**config.mk**
```make
export PLATFORM = sky130hd
export DESIGN_NAME = ptick_gen
export DESIGN_NICKNAME = d
export VERILOG_FILES = /design/src/rtl/ptick_pkg.sv /design/src/rtl/ptick_prescale.sv /design/src/rtl/ptick_divchain.sv /design/src/rtl/ptick_edge.sv /design/src/rtl/ptick_chan_sel.sv /design/src/rtl/ptick_gen.sv
export SDC_FILE = /design/constraint.sdc
export NUM_CORES = 1
export LEC_CHECK = 0
export ABC_AREA = 1
export BUFFER_PORTS_ARGS = -buffer_cell sky130_fd_sc_hd__buf_4
export CAP_MARGIN = 10
export CORE_UTILIZATION = 40
export CTS_BUF_LIST = sky130_fd_sc_hd__clkbuf_4 sky130_fd_sc_hd__clkbuf_8
export DETAILED_ROUTE_END_ITERATION = 6
export GPL_TIMING_DRIVEN = 0
export HOLD_SLACK_MARGIN = 0.12
export PLACE_DENSITY_LB_ADDON = 0.1
export SYNTH_ARGS = -nofsm -noshare
export SYNTH_HDL_FRONTEND = slang
export SYNTH_HIERARCHICAL = 1
export SYNTH_SLANG_ARGS = --single-unit
```
**constraint.sdc**
```tcl
create_clock -name clk_i -period 5.72 [get_ports clk_i]
set_clock_uncertainty 0.1 [all_clocks]
set_input_delay 0.286 -clock clk_i [delete_from_list [all_inputs] [get_ports clk_i]]
set_output_delay 0.286 -clock clk_i [all_outputs]
set_load 0.02 [all_outputs]
```
**src/rtl/ptick_pkg.sv**
```systemverilog
package ptick_pkg;
  localparam int unsigned NUM_GRP = 2;

  function automatic int unsigned grp_of(input int unsigned ch, input int unsigned split);
    return (ch < split) ? 0 : 1;
  endfunction
endpackage

```
**src/rtl/ptick_prescale.sv**
```systemverilog
module ptick_prescale #(
  parameter int unsigned PRE_W = 8
) (
  input  logic             clk_i,
  input  logic             rst_ni,
  input  logic [PRE_W-1:0] pre_val_i,
  output logic             stb_o
);
  logic [PRE_W-1:0] cnt_q;

  assign stb_o = (cnt_q == '0);

  // reload only at terminal count: a new value never cuts a period short
  always_ff @(posedge clk_i or negedge rst_ni) begin
    if (!rst_ni)    cnt_q <= '0;
    else if (stb_o) cnt_q <= pre_val_i;
    else            cnt_q <= cnt_q - 1'b1;
  end
endmodule

```
**src/rtl/ptick_divchain.sv**
```systemverilog
module ptick_divchain #(
  parameter int unsigned DIV_W = 16
) (
  input  logic             clk_i,
  input  logic             rst_ni,
  input  logic             pre_stb_i,
  output logic [DIV_W-1:0] cnt_o
);
  logic [DIV_W-1:0] cnt_q;

  always_ff @(posedge clk_i or negedge rst_ni) begin
    if (!rst_ni)        cnt_q <= '0;
    else if (pre_stb_i) cnt_q <= cnt_q + 1'b1;
  end

  assign cnt_o = cnt_q;
endmodule

```
**src/rtl/ptick_edge.sv**
```systemverilog
module ptick_edge (
  input  logic clk_i,
  input  logic rst_ni,
  input  logic sig_i,
  output logic rise_o
);
  logic sig_q;

  always_ff @(posedge clk_i or negedge rst_ni) begin
    if (!rst_ni) sig_q <= 1'b0;
    else         sig_q <= sig_i;
  end

  assign rise_o = sig_i & ~sig_q;
endmodule

```
**src/rtl/ptick_chan_sel.sv**
```systemverilog
module ptick_chan_sel #(
  parameter int unsigned          MUX_W    = 4,
  parameter int unsigned          DIV_W    = 16,
  parameter int unsigned          DIV_BASE = 1,
  parameter logic [2**MUX_W-1:0]  EXT_MASK = 16'h0010
) (
  input  logic             clk_i,
  input  logic             rst_ni,
  input  logic [MUX_W-1:0] code_i,
  input  logic             pre_stb_i,
  input  logic [DIV_W-1:0] div_cnt_i,
  input  logic             ext_rise_i,
  output logic             tick_o
);
  localparam int unsigned EXP_W = $clog2(DIV_W + 1);

  logic [EXP_W-1:0] exp_w;
  logic [DIV_W-1:0] tap_mask;
  logic             div_hit;
  logic             sel_ext;
  logic             tick_d;

  assign exp_w   = EXP_W'(code_i) + EXP_W'(DIV_BASE);
  assign sel_ext = EXT_MASK[code_i];

  always_comb begin
    for (int i = 0; i < int'(DIV_W); i++) tap_mask[i] = (i < int'(exp_w));
  end

  // low exp bits all ones: the divider rolls over on this strobe
  assign div_hit = pre_stb_i & (&(div_cnt_i | ~tap_mask));
  assign tick_d  = sel_ext ? ext_rise_i : div_hit;

  always_ff @(posedge clk_i or negedge rst_ni) begin
    if (!rst_ni) tick_o <= 1'b0;
    else         tick_o <= tick_d;
  end
endmodule

```
**src/rtl/ptick_gen.sv**
```systemverilog
module ptick_gen #(
  parameter int unsigned         NUM_CH    = 5,
  parameter int unsigned         GRP_SPLIT = 2,
  parameter int unsigned         PRE_W     = 8,
  parameter int unsigned         MUX_W     = 4,
  parameter int unsigned         DIV_BASE  = 1,
  parameter logic [2**MUX_W-1:0] EXT_MASK  = 16'h0010
) (
  input  logic                    clk_i,
  input  logic                    rst_ni,
  input  logic [2*PRE_W-1:0]      cfg0_i,
  input  logic [NUM_CH*MUX_W-1:0] cfg1_i,
  input  logic [1:0]              ext_tick_i,
  output logic [NUM_CH-1:0]       tick_o
);
  import ptick_pkg::*;

  localparam int unsigned DIV_W = (2**MUX_W) - 1 + DIV_BASE;

  logic [NUM_GRP-1:0] pre_stb;
  logic [NUM_GRP-1:0] ext_rise;
  logic [DIV_W-1:0]   div_cnt [NUM_GRP];

  for (genvar g = 0; g < NUM_GRP; g++) begin : g_grp
    ptick_prescale #(.PRE_W(PRE_W)) u_pre (
      .clk_i    (clk_i),
      .rst_ni   (rst_ni),
      .pre_val_i(cfg0_i[g*PRE_W +: PRE_W]),
      .stb_o    (pre_stb[g])
    );

    ptick_divchain #(.DIV_W(DIV_W)) u_div (
      .clk_i    (clk_i),
      .rst_ni   (rst_ni),
      .pre_stb_i(pre_stb[g]),
      .cnt_o    (div_cnt[g])
    );

    ptick_edge u_edge (
      .clk_i (clk_i),
      .rst_ni(rst_ni),
      .sig_i (ext_tick_i[g]),
      .rise_o(ext_rise[g])
    );
  end

  for (genvar c = 0; c < NUM_CH; c++) begin : g_ch
    localparam int unsigned GRP = grp_of(c, GRP_SPLIT);

    ptick_chan_sel #(
      .MUX_W   (MUX_W),
      .DIV_W   (DIV_W),
      .DIV_BASE(DIV_BASE),
      .EXT_MASK(EXT_MASK)
    ) u_sel (
      .clk_i     (clk_i),
      .rst_ni    (rst_ni),
      .code_i    (cfg1_i[c*MUX_W +: MUX_W]),
      .pre_stb_i (pre_stb[GRP]),
      .div_cnt_i (div_cnt[GRP]),
      .ext_rise_i(ext_rise[GRP]),
      .tick_o    (tick_o[c])
    );
  end
endmodule

```
* Word level (Yosys, flattened, before mapping)
Memories as Yosys holds them, arrays and structs flattened.
Cells that the tools add are included.
** Storage, ports and cells
- Memories kept :: 5
- Latch bits :: 0
- Output and inout bits :: 5
- ROM bits :: 80
- Word-level logic and storage cells :: 148
- Bits in writable memories :: 0
- Register bits after elaboration :: 55
** Memories
- (name not given) :: depth 16, width 1, rd ports 1, clocked after Yosys merged registers in 0, write ports 0, line ptick_chan_sel.sv:24 : assign sel_ext = EXT_MASK[code_i];
- (name not given) :: depth 16, width 1, rd ports 1, clocked after Yosys merged registers in 0, write ports 0, line ptick_chan_sel.sv:24
- (name not given) :: depth 16, width 1, rd ports 1, clocked after Yosys merged registers in 0, write ports 0, line ptick_chan_sel.sv:24
- (name not given) :: depth 16, width 1, rd ports 1, clocked after Yosys merged registers in 0, write ports 0, line ptick_chan_sel.sv:24
- (name not given) :: depth 16, width 1, rd ports 1, clocked after Yosys merged registers in 0, write ports 0, line ptick_chan_sel.sv:24
** Operators by class
- Magnitude comparators :: 85
- Reductions and logical operators :: 7
- Divide/modulo/power cells :: 0
- Shift-type cells :: 0
- Add/subtract/negate cells :: 9
- Bitwise gates (word level) :: 19
- Multiply operators :: 0
- Equality and inequality tests :: 0
- Multiplexer cells :: 12
** Operator list (number)
- $lt 4x5->1 const A :: 40
- $lt 3x5->1 const A :: 20
- $not 16->16 :: 5
- $or 16x16->16 :: 5
- $reduce_and 16->1 :: 5
- $lt 1x5->1 const A :: 10
- $lt 2x5->1 const A :: 10
- $add 16x1->16 const B :: 2
- $add 4x1->5 const B :: 5
- $lt 4x5->1 const B :: 5
- $logic_not 8->1 :: 2
- $mux 8 :: 2
- $sub 8x1->8 const B :: 2
- $mux 1 :: 10
- $and 1x1->1 :: 7
- $not 1->1 :: 2

* Longest topological paths before layout
Gate-level depths: netlist of the first run.
- Word-level depth :: 7
- Mapped depth :: 16
- Gate-level depth less buffers :: 15

* Hierarchy
Netlist of the first run, hierarchy kept.
** By module, submodules not included
- ptick_chan_sel :: cells each 97, times used 5, area an instance 488.0 µm²
- ptick_divchain :: cells each 97, times used 2, area an instance 813.3 µm²
- ptick_prescale :: cells each 69, times used 2, area an instance 555.5 µm²
- ptick_edge :: cells each 3, times used 2, area an instance 35.0 µm²

* Worst setup path before layout of the first run
OpenSTA, ideal clock, no wires.
- Kind :: reg-to-reg
- Start :: register g_grp[1].u_pre.cnt_q[0]
- End :: register g_grp[1].u_div.cnt_q[8]
- Path slack :: 3.775 ns
- Required time :: 5.495 ns
- Stages on the path, launching flop included :: 12
- Arrival :: 1.719 ns
- Path through :: dfrtp_1 inv_1 ha_1 nor3b_4 nand2_4 inv_4 buf_12 buf_4 nand3_1 nor2_2 nand2_1 xnor2_1
** On the way
- Cells in the longest elaborated chain, start to end :: 1
** Ends and longest elaborated chain
- from (decl) :: line ptick_prescale.sv:9 : logic [PRE_W-1:0] cnt_q;
- from (signal assigned) :: line ptick_prescale.sv:16 : else if (stb_o) cnt_q <= pre_val_i;
- from (signal assigned) :: line ptick_prescale.sv:17 : else cnt_q <= cnt_q - 1'b1;
- $logic_not 8->1 :: line ptick_prescale.sv:11 : assign stb_o = (cnt_q == '0);
- via pre_stb[1] :: line ptick_gen.sv:20 : logic [NUM_GRP-1:0] pre_stb;
- to (signal assigned) :: line ptick_divchain.sv:13 : else if (pre_stb_i) cnt_q <= cnt_q + 1'b1;
- to (decl) :: line ptick_divchain.sv:9 : logic [DIV_W-1:0] cnt_q;
The timed path passes the listed nets, and every way through them passes these cells.
A chain may end at the register's enable or synchronous reset.

* Final worst setup path of the first run
- Start :: register g_grp[0].u_pre.cnt_q[0]
- End :: register g_grp[0].u_div.cnt_q[15]
** On the way
- Cells in the longest elaborated chain, start to end :: 1
** Ends and longest elaborated chain (line)
- from (decl) :: ptick_prescale.sv:9
- from (signal assigned) :: ptick_prescale.sv:16
- from (signal assigned) :: ptick_prescale.sv:17
- $logic_not 8->1 :: ptick_prescale.sv:11
- via pre_stb[0] :: ptick_gen.sv:20
- to (signal assigned) :: ptick_divchain.sv:13
- to (decl) :: ptick_divchain.sv:9
The timed path passes the listed nets, and every way through them passes these cells.

==> impl_results.md, run 1 <==
* Antenna violations before repair at 0
* Ant diodes at 0
* Die Wd at 117 um
* Setup TNS at 0 ns
* Share of post-route cells with drive strength above 1 at between 10% and 20%
* Post-Syn Nets at a little under 900
* Worst setup SP type: flip-flop
* Clock transition at path regs at ~0.11 ns
* CP max FO at 12
* Worst flop-to-flop path startpoint: g_grp[0].u_pre/cnt_q[0]
* PnR worst setup slack at 3.51 ns
* Reg2reg setup slack at 3.51 ns
* DR WL/cell at approximately 12 um
* Post-synth top flop: dfrtp_1
* Largest family of logic cells by synthesized area: simple AND/OR/NAND/NOR gates
* Slew at the pin closest to its max-slew limit at approximately 0.75 ns
* Setup WS pre-CTS at around 3.5 ns
* Clock Power Share at 32.5%
* Largest net degree at the start of global routing at 56
* Area delta synth->final at 15.5%
* Syn_area_per_cell at 6.38 sq um
* Slew HR at between 50% and 60%
* Slew Viols, Final at 0
* CTS buffer count at 5
* CP Data Arrival Time at 2.40 ns
* Final setup fails at 0
* TritonCTS clock tree: built
* RSZ-0062 raised after global routing: false
* Crit path launch: g_grp[0].u_pre/cnt_q[0]
* Asr flop ratio synth at between 90% and 100%
* Initial DRC Count at approximately 230
* Beginning of the worst hold path: cfg1_i[7]
* Max VDD drop at slightly above 0.1 mV
* Remaining DRCs at 0
* Kind of critical path: flip-flop to flip-flop
* Vias/cell at ~4.8
* CTS sink cnt at 55
* Switching part of the total power at between 30% and 40%
* Min Tclk post-route at roughly 2.2 ns
* Setup crit end kind: flip-flop
* Max Freq at between 400 and 500 MHz
* IO buf count at 39
* Antenna-violating nets left at 0
* Worst hold path class: input port to flip-flop
* Sequential fraction of the synthesis area at between 20% and 30%
* Logic pwr share at a little over a fifth
* Global route overflow at 0
* Post-synthesis compound-gate area fraction at roughly 3.2%
* Number of global-route vias before repair at between 4000 and 5000
* Leading cell type in the layout, fill and taps excluded: nand2_1
* Final hold viol count at 0
* H-tree Lvls at 2
* Post-CTS Resized at 0
* Core Area at 12700 sq um
* Setup Fix Bufs, Post-CTS at 0
* Clock Latency Late Sink at ~0.34 ns
* Ys Warns at 6
* Synth Area in Adders at under 10%
* Crit share post-route at 38.7%
* First-pass GRT wire length at 21300 um
* Post-DP HPWL at 9390 um
* # fillers at about 1300
* Synth Register Bits at 55
* Die area at 13600 sq um
* Routed WL at around 13000 um
* Gr usage total at 19.9%
* Placer Congestion at about 0.83
* FP Rows at roughly 40
* Max-cap violation count at 0
* Hold path cells at 4
* Yosys top cell by area: dfrtp_1
* Mux share of post-synthesis cell area at 0%
* Initial cell density of the core at about two fifths
* Number of synthesized flops with an enable pin at 0
* Gate count of the mapped netlist at roughly 800
* Clock Path Buffers at 2
* Reg power frac at 45.8%
* Worst path required time at between 5 and 6 ns
* Area contributors post-synth: dfrtp_1, nand2_1, inv_1, nand3_1, nor2_1
* Status: complete, no violations
* Synth unique cells at 28
* Commonest non-fill, non-tap cells in the layout: nand2_1, inv_1, nor2_1
* Mapped Area at about 5200 sq um
* R2R Path End: g_grp[0].u_div/cnt_o[15]
* Via Count at a little over 5000
* Die H at 117 um
* R2R cell count at 13
* Util after Layout at a little under half
* Post-Synth XOR/XNOR Area at 4.01%
* IO Pins at 45
* Pre-antenna DRT Iters at 5
* Power density cells at 141 nW/um^2
* Post-Synth Simple-Gate Area at 50.2%
* Pint at 592 uW
* Hold worst-path end: g_ch[1].u_sel/tick_o
* Leak at between 0.003 and 0.004 uW
* # nets final at 944
* Switch Pwr at between 200 and 300 uW
* Yosys top cell area share at between 20% and 30%
* CTS root buf: clkbuf_8
[power by group through the flow]
| stage | clock [uW] | sequential [uW] | combinational [uW] |
|---|---|---|---|
| 2_1_floorplan | 0 | 398 | 115 |
| 3_3_place_gp | 0 | 398 | 170 |
| 3_5_place_dp | 0 | 398 | 173 |
| 4_1_cts | 294 | 390 | 184 |
| 5_1_grt | 303 | 390 | 210 |
| 6_report | 277 | 390 | 185 |
[state kept, by name (all words and copies together), names as in the netlist]
name and cells:
g_grp.u_div/cnt_o 32, g_ch.u_sel/tick_o 5, g_grp.u_edge/sig_q 2, g_grp.u_pre/cnt_q 16
[worst max-delay path by stage]
stage	end	slack, ns	cells after the start
floorplan	g_grp[1].u_div/cnt_o[8]	3.78	11
global placement	g_grp[0].u_div/cnt_o[15]	3.55	12
detailed placement	g_grp[0].u_div/cnt_o[15]	3.51	12
CTS	g_grp[0].u_div/cnt_o[15]	3.48	13
global route	g_grp[0].u_div/cnt_o[15]	3.28	13
finish	g_grp[0].u_div/cnt_o[15]	3.51	13
[kinds of logic after synthesis]
family | after synthesis
buf+inv | 154
simple gates | 549
flops | 55
fa+ha+maj | 16
xor+xnor | 24
compound gates | 25
[routing by layer]
| layer | vias to the layer above | share of wire [%] | track usage, % |
|---|---|---|---|
| met5 | - | 0 | 0 |
| met4 | 0 | 1.6 | 6.75 |
| met3 | 16 | 4.1 | 3.17 |
| met2 | 96 | 51 | 38.0 |
| met1 | 2311 | 43 | 22.2 |
| li1 | 2651 | - | - |
[synth_stat cells, types with 5 or more instances]
master    count
nor2_1       84
a21oi_1       5
xnor2_1      16
nand3_2      12
nand2_4      14
nand3_1      83
inv_2        13
clkinv_1      5
nor2_2       29
a31oi_1       5
o21bai_1      5
nand2_1     270
nand4_2       5
ha_1         16
nand2_2      24
xor2_1        8
nand4_1      20
buf_6         5
inv_1       125
o21ai_2       6
dfrtp_1      55
[per-stage QoR]
step	total power, uW	area (sq um)	instances	hold WS, ns
3_5_place_dp	571	5760	1034	0.306
2_1_floorplan	513	5250	823	-0.110
4_1_cts	868	6060	1061	0.124
3_3_place_gp	568	5760	1034	0.302
6_report	852	6060	1061	0.138
5_1_grt	903	6060	1061	0.147
[critical path, stage by stage, from the launching register on]
cell and delay [ns]:
dfrtp_1 0.43, inv_1 0.11, ha_1 0.15, nor3b_4 0.21, nand2_4 0.11, inv_4 0.08
buf_12 0.14, buf_4 0.17, inv_2 0.05, nor2_1 0.18, nand4_1 0.20, nand2_1 0.11
inv_1 0.04, nor2_1 0.07
[area by class of cell]
cell class | count | area, sq um | area share (%)
plain buffers | 9 | 111 | 1.84
clock buffers | 5 | 68.8 | 1.14
clock inverters | 3 | 43.8 | 0.723
inverters | 145 | 549 | 9.07
multi-input cells | 614 | 3210 | 53.0
flip-flops and latches | 55 | 1380 | 22.7
well taps | 172 | 215 | 3.55
repair buffers | 58 | 483 | 7.97
[repair_timing]
item / in CTS / in global routing
setup endpoints to repair: 0 / 0
hold buffers: 19 / 0
endpoints found under the hold margin: 73 / 0
No activity file was read; power rests on OpenSTA's default activity.
==> inputs of run 2 (changes only) <==
Clock period 5.72 ns to 1.9 ns, I/O delays scaled along.
==> run 2 against run 1 <==
Net effect: the flow now finishes with violations (setup timing); critical path depth up 2; flip-flop and latch count did not move; global-route usage grew 0.37 points; final cell count up 3.5%; register-to-register slack worse by 3.5 ns; wire length up 3.2%; design area grew 7.9%; first-iteration DRC count rose by 31%; non-clock buffer count increased by 37; combinational power grew to 3.1 times the previous value; hold slack better by 0.038 ns; highest routed layer unchanged.
==> impl_results.md, run 2 (synthesized netlist as in run 1, its figures left out) <==
* Failing checks: setup timing
* CP Data Arrival Time at 2.10 ns (-0.30 ns)
* Die Wd at 117 um (unchanged)
* Final instance area at 6540 sq um (+7.9%)
* Pre-antenna DRT Iters at 5 (unchanged)
* Die area at 13600 sq um (unchanged)
* Largest net degree at the start of global routing at 56 (unchanged)
* Worst hold path class: input port to flip-flop
* Share of post-route cells with drive strength above 1 at 24.5% (+5.7 points)
* R2R cell count at 15 (+2)
* Ant diodes at 0 (unchanged)
* Slew at the pin closest to its max-slew limit at 0.734 ns (-0.0133 ns)
* CP max FO at 6 (-6)
* Leading cell type in the layout, fill and taps excluded: nand2_1
* Setup WS pre-CTS at -0.246 ns (-3.75 ns)
* Worst path required time at 2.09 ns (-3.82 ns)
* Core Area at 12700 sq um (unchanged)
* Final setup fails at 1 (+1)
* R2R Path End: g_ch[0].u_sel/tick_o
* Global route overflow at 0 (unchanged)
* Hold path cells at 7 (+3)
* TritonCTS clock tree: built
* CTS root buf: clkbuf_8
* Worst flop-to-flop path startpoint: g_grp[0].u_pre/cnt_q[0]
* Commonest non-fill, non-tap cells in the layout: nand2_1, inv_1, nand3_1, nor2_1, buf_4
* Kind of critical path: flip-flop to flip-flop
* Antenna-violating nets left at 0 (unchanged)
* Util after Layout at 51.4% (+3.8 points)
* Max-cap violation count at 0 (unchanged)
* Clock transition at path regs at 0.12 ns (about the same)
* Area delta synth->final at 24.6%
* Status: finished with violations
* RSZ-0062 raised after global routing: true
* Gr usage total at 20.3% (+0.37 points)
* CTS buffer count at 5 (unchanged)
* Vias/cell at 4.79 (about the same)
* Number of flip-flops in the largest register at 32 (unchanged)
* Area after DPL at 5770 sq um (+0.17%)
* Final hold viol count at 0 (unchanged)
* Hold worst-path end: g_ch[1].u_sel/tick_o
* CTS sink cnt at 55 (unchanged)
* FP Rows at 41 (unchanged)
* Remaining DRCs at 0 (unchanged)
* Leak at 0.00337 uW (+6.7%)
* Slew HR at 51.1% (+0.88 points)
* Via Count at 5255 (+3.6%)
* Worst setup SP type: flip-flop
* Placer Congestion at 0.902 (+8.2%)
* IO buf count at 39 (unchanged)
* Beginning of the worst hold path: cfg1_i[4]
* Antenna violations before repair at 0 (unchanged)
* Routed WL at 13200 um (+3.2%)
* # nets final at 981 (+3.9%)
* Clock Path Buffers at 2 (unchanged)
* Initial cell density of the core at 41.2% (unchanged)
* Reg2reg setup slack at -0.003 ns (-3.51 ns)
* H-tree Lvls at 2 (unchanged)
* Max Freq at 525 MHz (+16%)
* First-pass GRT wire length at 21800 um (+2.5%)
* PnR worst setup slack at -0.00349 ns (-3.51 ns)
* Initial DRC Count at 299 (+31%)
* # fillers at 1273 (-4.0%)
* Setup crit end kind: flip-flop
* Die H at 117 um (unchanged)
* Post-DP HPWL at 9320 um (-0.70%)
* Power density cells at 380 nW/um^2 (+170%)
* Clock Latency Late Sink at 0.34 ns (about the same)
* IO Pins at 45 (unchanged)
* Slew Viols, Final at 0 (unchanged)
* Min Tclk post-route at 1.90 ns (-0.308 ns)
* Number of global-route vias before repair at 4870 (-0.18%)
* Max VDD drop at 0.260 mV (+160%)
* DR WL/cell at 12.0 um (-0.32%)
* Crit share post-route at 100% (+62 points)
[run 2: cell types whose count changed in the layout (fill, tap and decap cells not counted), moves of 5 or more]
cell | before | now
nand2_2 | 24 | 29
nor2_1 | 84 | 75
nand3_1 | 83 | 75
buf_4 | 41 | 66
inv_1 | 125 | 118
nand2_1 | 270 | 265
dlygate4sd3_1 | 19 | 29
nand3_2 | 12 | 19
nor2_4 | 4 | 11
inv_2 | 13 | 19
[run 2: report_power, final]
| part | switching [uW] | internal [uW] | total, uW |
|---|---|---|---|
| sequential | 1.28 | 1170 | 1170 |
| clock | 466 | 280 | 746 |
| combinational | 341 | 225 | 566 |
| total | 809 | 1680 | 2490 |
[run 2: per-stage QoR]
step,hold WS (ns),cells,power (uW),TNS [ns]
global placement,0.109,1034,1710,-3.70
finish,0.176,1098,2490,-0.00349
detailed placement,0.109,1034,1720,-4.60
floorplan,-0.301,823,1540,0
global route,0.201,1098,2660,-1.52
CTS,0.166,1094,2530,-0.500
[run 2: worst max-delay path by stage]
stage,start,end,cells after the start
6_report,g_grp[0].u_pre/cnt_q[0],g_ch[0].u_sel/tick_o,15
5_1_grt,g_grp[1].u_pre/cnt_q[0],g_ch[3].u_sel/tick_o,15
4_1_cts,g_grp[1].u_pre/cnt_q[1],g_ch[3].u_sel/tick_o,16
3_5_place_dp,g_grp[1].u_pre/cnt_q[0],g_ch[3].u_sel/tick_o,16
3_3_place_gp,g_grp[1].u_pre/cnt_q[0],g_ch[3].u_sel/tick_o,16
2_1_floorplan,g_grp[1].u_pre/cnt_q[0],g_grp[1].u_div/cnt_o[8],11
[run 2: layer usage]
layer / GRT usage (%) / vias up / wire (um) / part of all wire (%)
met5: 0 / - / 0 / 0
met2: 36.9 / 111 / 6590 / 50
met1: 25.2 / 2408 / 5940 / 45
met3: 3.11 / 11 / 521 / 3.9
met4: 4.05 / 0 / 146 / 1.1
li1: - / 2725 / - / -
[run 2: area by class of cell]
| cell class | instances | area (sq um) | area share (%) |
|---|---|---|---|
| clock inverters | 3 | 28.8 | 0.440 |
| repair buffers | 97 | 830 | 12.7 |
| flip-flops and latches | 55 | 1380 | 21.1 |
| clock buffers | 5 | 68.8 | 1.05 |
| plain buffers | 7 | 82.6 | 1.26 |
| multi-input cells | 614 | 3370 | 51.6 |
| well taps | 172 | 215 | 3.29 |
| inverters | 145 | 562 | 8.59 |
[run 2: critical path: stages (launching register included)]
cell and delay [ns]:
dfrtp_1 0.43, inv_2 0.09, ha_4 0.12, nor3b_4 0.21, nand2_4 0.10, inv_8 0.09
inv_2 0.04, nor2_2 0.07, nand2_1 0.08, nor2_2 0.11, nand2_1 0.05, nor2_1 0.08
nand2_1 0.06, nor2_2 0.12, nand3_2 0.07, nand2_1 0.06
[run 2: repair_timing]
action	4_1_cts	5_1_grt
gates cloned	1	0
endpoints found under the hold margin	78	0
gates resized for setup	23	27
hold buffers	29	0
setup buffers	22	8
pin swaps	25	40
setup endpoints to repair	28	29
==> inputs of run 3 (changes only) <==
Settings changed: ABC_AREA 1 to unset, CELL_PAD_IN_SITES_DETAIL_PLACEMENT set to 1, CELL_PAD_IN_SITES_GLOBAL_PLACEMENT set to 1.
==> run 3 against run 2 <==
Net effect: wire length rose by 24%; fmax fell by 12%; first-iteration DRC count rose by 27%; hold slack improved by 0.061 ns; sequential share of layout area rose by 0.30 points; die area fell by 3.2%; count of clock-buffer cells in the layout rose by 1; flip-flop and latch count did not move; power rose by 12%; global-route usage rose by 5.5 points; clock power rose by 28%; setup slack got worse by 0.26 ns; the run still ends with setup timing left.
==> impl_results.md, run 3 <==
* Status: finished with violations
* Failing checks: setup timing
* Crit path capture: g_grp[1].u_div/cnt_o[15]
* Crit path cell chain: inv_2 > ha_4 > nor3b_4 > and2_4 > buf_12 > nand4_4 > buf_12 > nor3_4 > nand3_1 > xnor2_1
* Vias/cell at 5.95 (+24%)
* Crit path launch: g_grp[1].u_pre/cnt_q[0]
* TritonCTS clock tree: built
* Number of global-route vias before repair at 5412 (+11%)
* Die H at 115 um (-1.6%)
* Min Tclk post-route at 2.16 ns (+0.261 ns)
* Clock Path Buffers at 2 (unchanged)
* Die Wd at 115 um (-1.6%)
* Max-cap violation count at 0 (unchanged)
* Commonest non-fill, non-tap cells in the layout: buf_4, dfrtp_1, a21oi_1
* Remaining DRCs at 0 (unchanged)
* FF/Latch Area at 1380 sq um (+0.18%)
* Slew Viols, Final at 0 (unchanged)
* Final setup fails at 24 (+23)
* Antenna violations before repair at 0 (unchanged)
* Number of synthesized flops with an enable pin at 0 (unchanged)
* Routed WL at 16400 um (+24%)
* Core Area at 12200 sq um (-4.0%)
* Largest net degree at the start of global routing at 56 (unchanged)
* Kind of critical path: flip-flop to flip-flop
* Initial cell density of the core at 41.6% (+0.32 points)
* Worst path required time at 2.01 ns (-0.08 ns)
* First-pass GRT wire length at 27100 um (+24%)
* Gate count of the mapped netlist at 607 (-26%)
* Sum of buffers and inverters on the critical path at 3 (unchanged)
* Pwr Total at 2790 uW (+12%)
* CTS root buf: clkbuf_8
* Post-synth top flop: dfrtp_1
* Asr flop ratio synth at 100% (unchanged)
* H-tree Lvls at 2 (unchanged)
* Synth unique cells at 53 (+89%)
* Synth Register Bits at 55 (unchanged)
* Area delta synth->final at 27.2%
* R2R Path End: g_grp[1].u_div/cnt_o[15]
* Gr usage total at 25.8% (+5.5 points)
* RSZ-0062 raised after global routing: true
* Mapped Area at 5080 sq um (-3.3%)
* IO Pins at 45 (unchanged)
* Area contributors post-synth: dfrtp_1, a21oi_1, xnor2_1, ha_1, o21ai_0
* Multi-input gate area at 3520 sq um (+4.5%)
* Cell mode on critical path: buf_12
* # nets final at 759 (-23%)
* Pint at 1990 uW (+19%)
* Setup WS pre-CTS at -0.623 ns (-0.378 ns)
* Leak at 0.00292 uW (-13%)
* Syn_area_per_cell at 8.36 sq um (+31%)
* Placer Congestion at 0.862 (-4.4%)
* R2R cell count at 10 (-5)
* Sequential fraction of the synthesis area at 27.1% (+0.89 points)
* Worst setup SP type: flip-flop
* CP max FO at 4 (-2)
* FP Rows at 40 (-2.4%)
* Slew at the pin closest to its max-slew limit at 0.740 ns (+0.00603 ns)
* Global route overflow at 0 (unchanged)
* Top post-synthesis cells by count: dfrtp_1, a21oi_1, nand2_1
* Leading cell type in the layout, fill and taps excluded: buf_4
* Initial DRC Count at 380 (+27%)
* Reg2reg setup slack at -0.26 ns (-0.26 ns)
* Ys Warns at 6 (unchanged)
* Logic pwr share at 23.8% (+1.0 points)
* Yosys top cell by area: dfrtp_1
* Switch Pwr at 801 uW (-1.0%)
* Post-DP HPWL at 11000 um (+18%)
* Worst flop-to-flop path startpoint: g_grp[1].u_pre/cnt_q[0]
* Slew HR at 50.7% (-0.40 points)
* Ant diodes at 0 (unchanged)
* Die area at 13100 sq um (-3.2%)
* Post-Syn Nets at 663 (-25%)
* Worst hold path class: input port to flip-flop
* Share of post-route cells with drive strength above 1 at 26.8% (+2.3 points)
* Max Freq at 462 MHz (-12%)
* CTS buffer count at 5 (unchanged)
* Clock Power Share at 34.2% (+4.2 points)
* CP Data Arrival Time at 2.27 ns (+0.17 ns)
* Crit path depth at 10 (-5)
* Via Count at 5187 (-1.3%)
* Delay-heaviest family, CP: simple AND/OR/NAND/NOR gates
* Crit share post-route at 114% (+14 points)
* Yosys top cell area share at 27.1% (+0.89 points)
* Max VDD drop at 0.247 mV (-5.0%)
* Antenna-violating nets left at 0 (unchanged)
* Setup crit end kind: flip-flop
* PnR worst setup slack at -0.264 ns (-0.261 ns)
* Setup TNS at -3.63 ns (-3.63 ns)
* CTS sink cnt at 55 (unchanged)
* # fillers at 1468 (+15%)
* Power density cells at 433 nW/um^2 (+14%)
* Final hold viol count at 0 (unchanged)
* Switching part of the total power at 28.7% (-3.9 points)
* Slowest stage delay, CP at 0.41 ns (-0.02 ns)
* Pre-antenna DRT Iters at 5 (unchanged)
* Reg power frac at 42.0% (-5.2 points)
* DR WL/cell at 18.8 um (+57%)
* IO buf count at 34 (-13%)
* CP max-delay cell: dfrtp_1
* Number of flip-flops in the largest register at 32 (unchanged)
* Top-count cell post-synth: dfrtp_1
* Clock Latency Late Sink at 0.32 ns (-0.02 ns)
* Clock transition at path regs at 0.10 ns (-0.02 ns)
[run 3: changes by cell type after synthesis, sizes merged, moves of 25 or more]
cell    previous run  this run
buf                9        37
a21oi              5        44
nand3             95        30
nor2             117        33
o21ai             10        51
nand2b             0        25
inv              140        35
nand2            308        45
[run 3: logic make-up (layout without fill, tap and decap cells)]
group,count (synthesis),after routing,share of synthesized area [%]
xor gates and xnor gates,36,36,6.21
DFF,55,55,27.1
buffers and inverters,72,169,8.58
adders and majority gates,16,16,3.94
and+or+nand+nor,221,221,26.3
muxes,12,12,2.42
AOI/OAI and AO/OA,195,195,25.5
[run 3: layout make-up]
class	count	area share (%)
plain buffers	35	4.55
clock buffers	6	1.18
clock inverters	2	0.930
inverters	35	2.03
multi-input cells	480	54.6
flip-flops and latches	55	21.4
well taps	168	3.26
repair buffers	91	12.1
[run 3: worst register-to-register path, delay by kind of cell (launching register included)]
family        cells  cell delay [ns]
simple gates      5             0.88
buf+inv           3             0.39
fa+ha+maj         1             0.13
xor+xnor          1             0.14
flops             1             0.41
[run 3: how the worst min path moves through the flow]
| stage | depth (start not counted) | to | start |
|---|---|---|---|
| after CTS | 5 | g_ch[4].u_sel/tick_o | cfg1_i[19] |
| after floorplan | 0 | g_ch[0].u_sel/tick_o | rst_ni |
| final | 5 | g_ch[4].u_sel/tick_o | cfg1_i[19] |
| after global routing | 5 | g_ch[3].u_sel/tick_o | cfg1_i[15] |
| after global placement | 1 | g_grp[0].u_div/cnt_o[13] | rst_ni |
| after detailed placement | 1 | g_grp[0].u_div/cnt_o[15] | rst_ni |
[run 3: per-layer routing]
metal  wire [um]  track usage (%)  vias up
met5           0                0        -
met4         148             5.37        0
met3         555             2.81       14
met2        8580             46.9      119
met1        7120             32.8     2605
li1            -                -     2449
[run 3: power by group through the flow]
stage / logic, uW / registers, uW / clock network [uW]
2_1_floorplan: 430 / 1200 / 0
3_3_place_gp: 606 / 1200 / 0
3_5_place_dp: 621 / 1200 / 0
4_1_cts: 655 / 1170 / 957
5_1_grt: 731 / 1170 / 1010
6_report: 665 / 1170 / 955
[run 3: through the flow]
step | util, % | area [sq um] | hold WS [ns] | cells
2_1_floorplan | - | 5160 | -0.301 | 607
5_1_grt | 52.9 | 6460 | 0.277 | 872
4_1_cts | 51.5 | 6290 | 0.235 | 864
3_5_place_dp | 46.1 | 5630 | 0.105 | 809
3_3_place_gp | 46.1 | 5630 | 0.0990 | 809
6_report | 52.9 | 6460 | 0.237 | 872
[run 3: repair_timing]
item | in CTS | in global routing
hold endpoints to repair | 73 | 0
endpoints found under the setup margin | 34 | 36
gates cloned | 0 | 0
hold buffers | 19 | 0
buffers inserted | 28 | 13
pin swaps | 23 | 21
gates resized for setup | 21 | 21
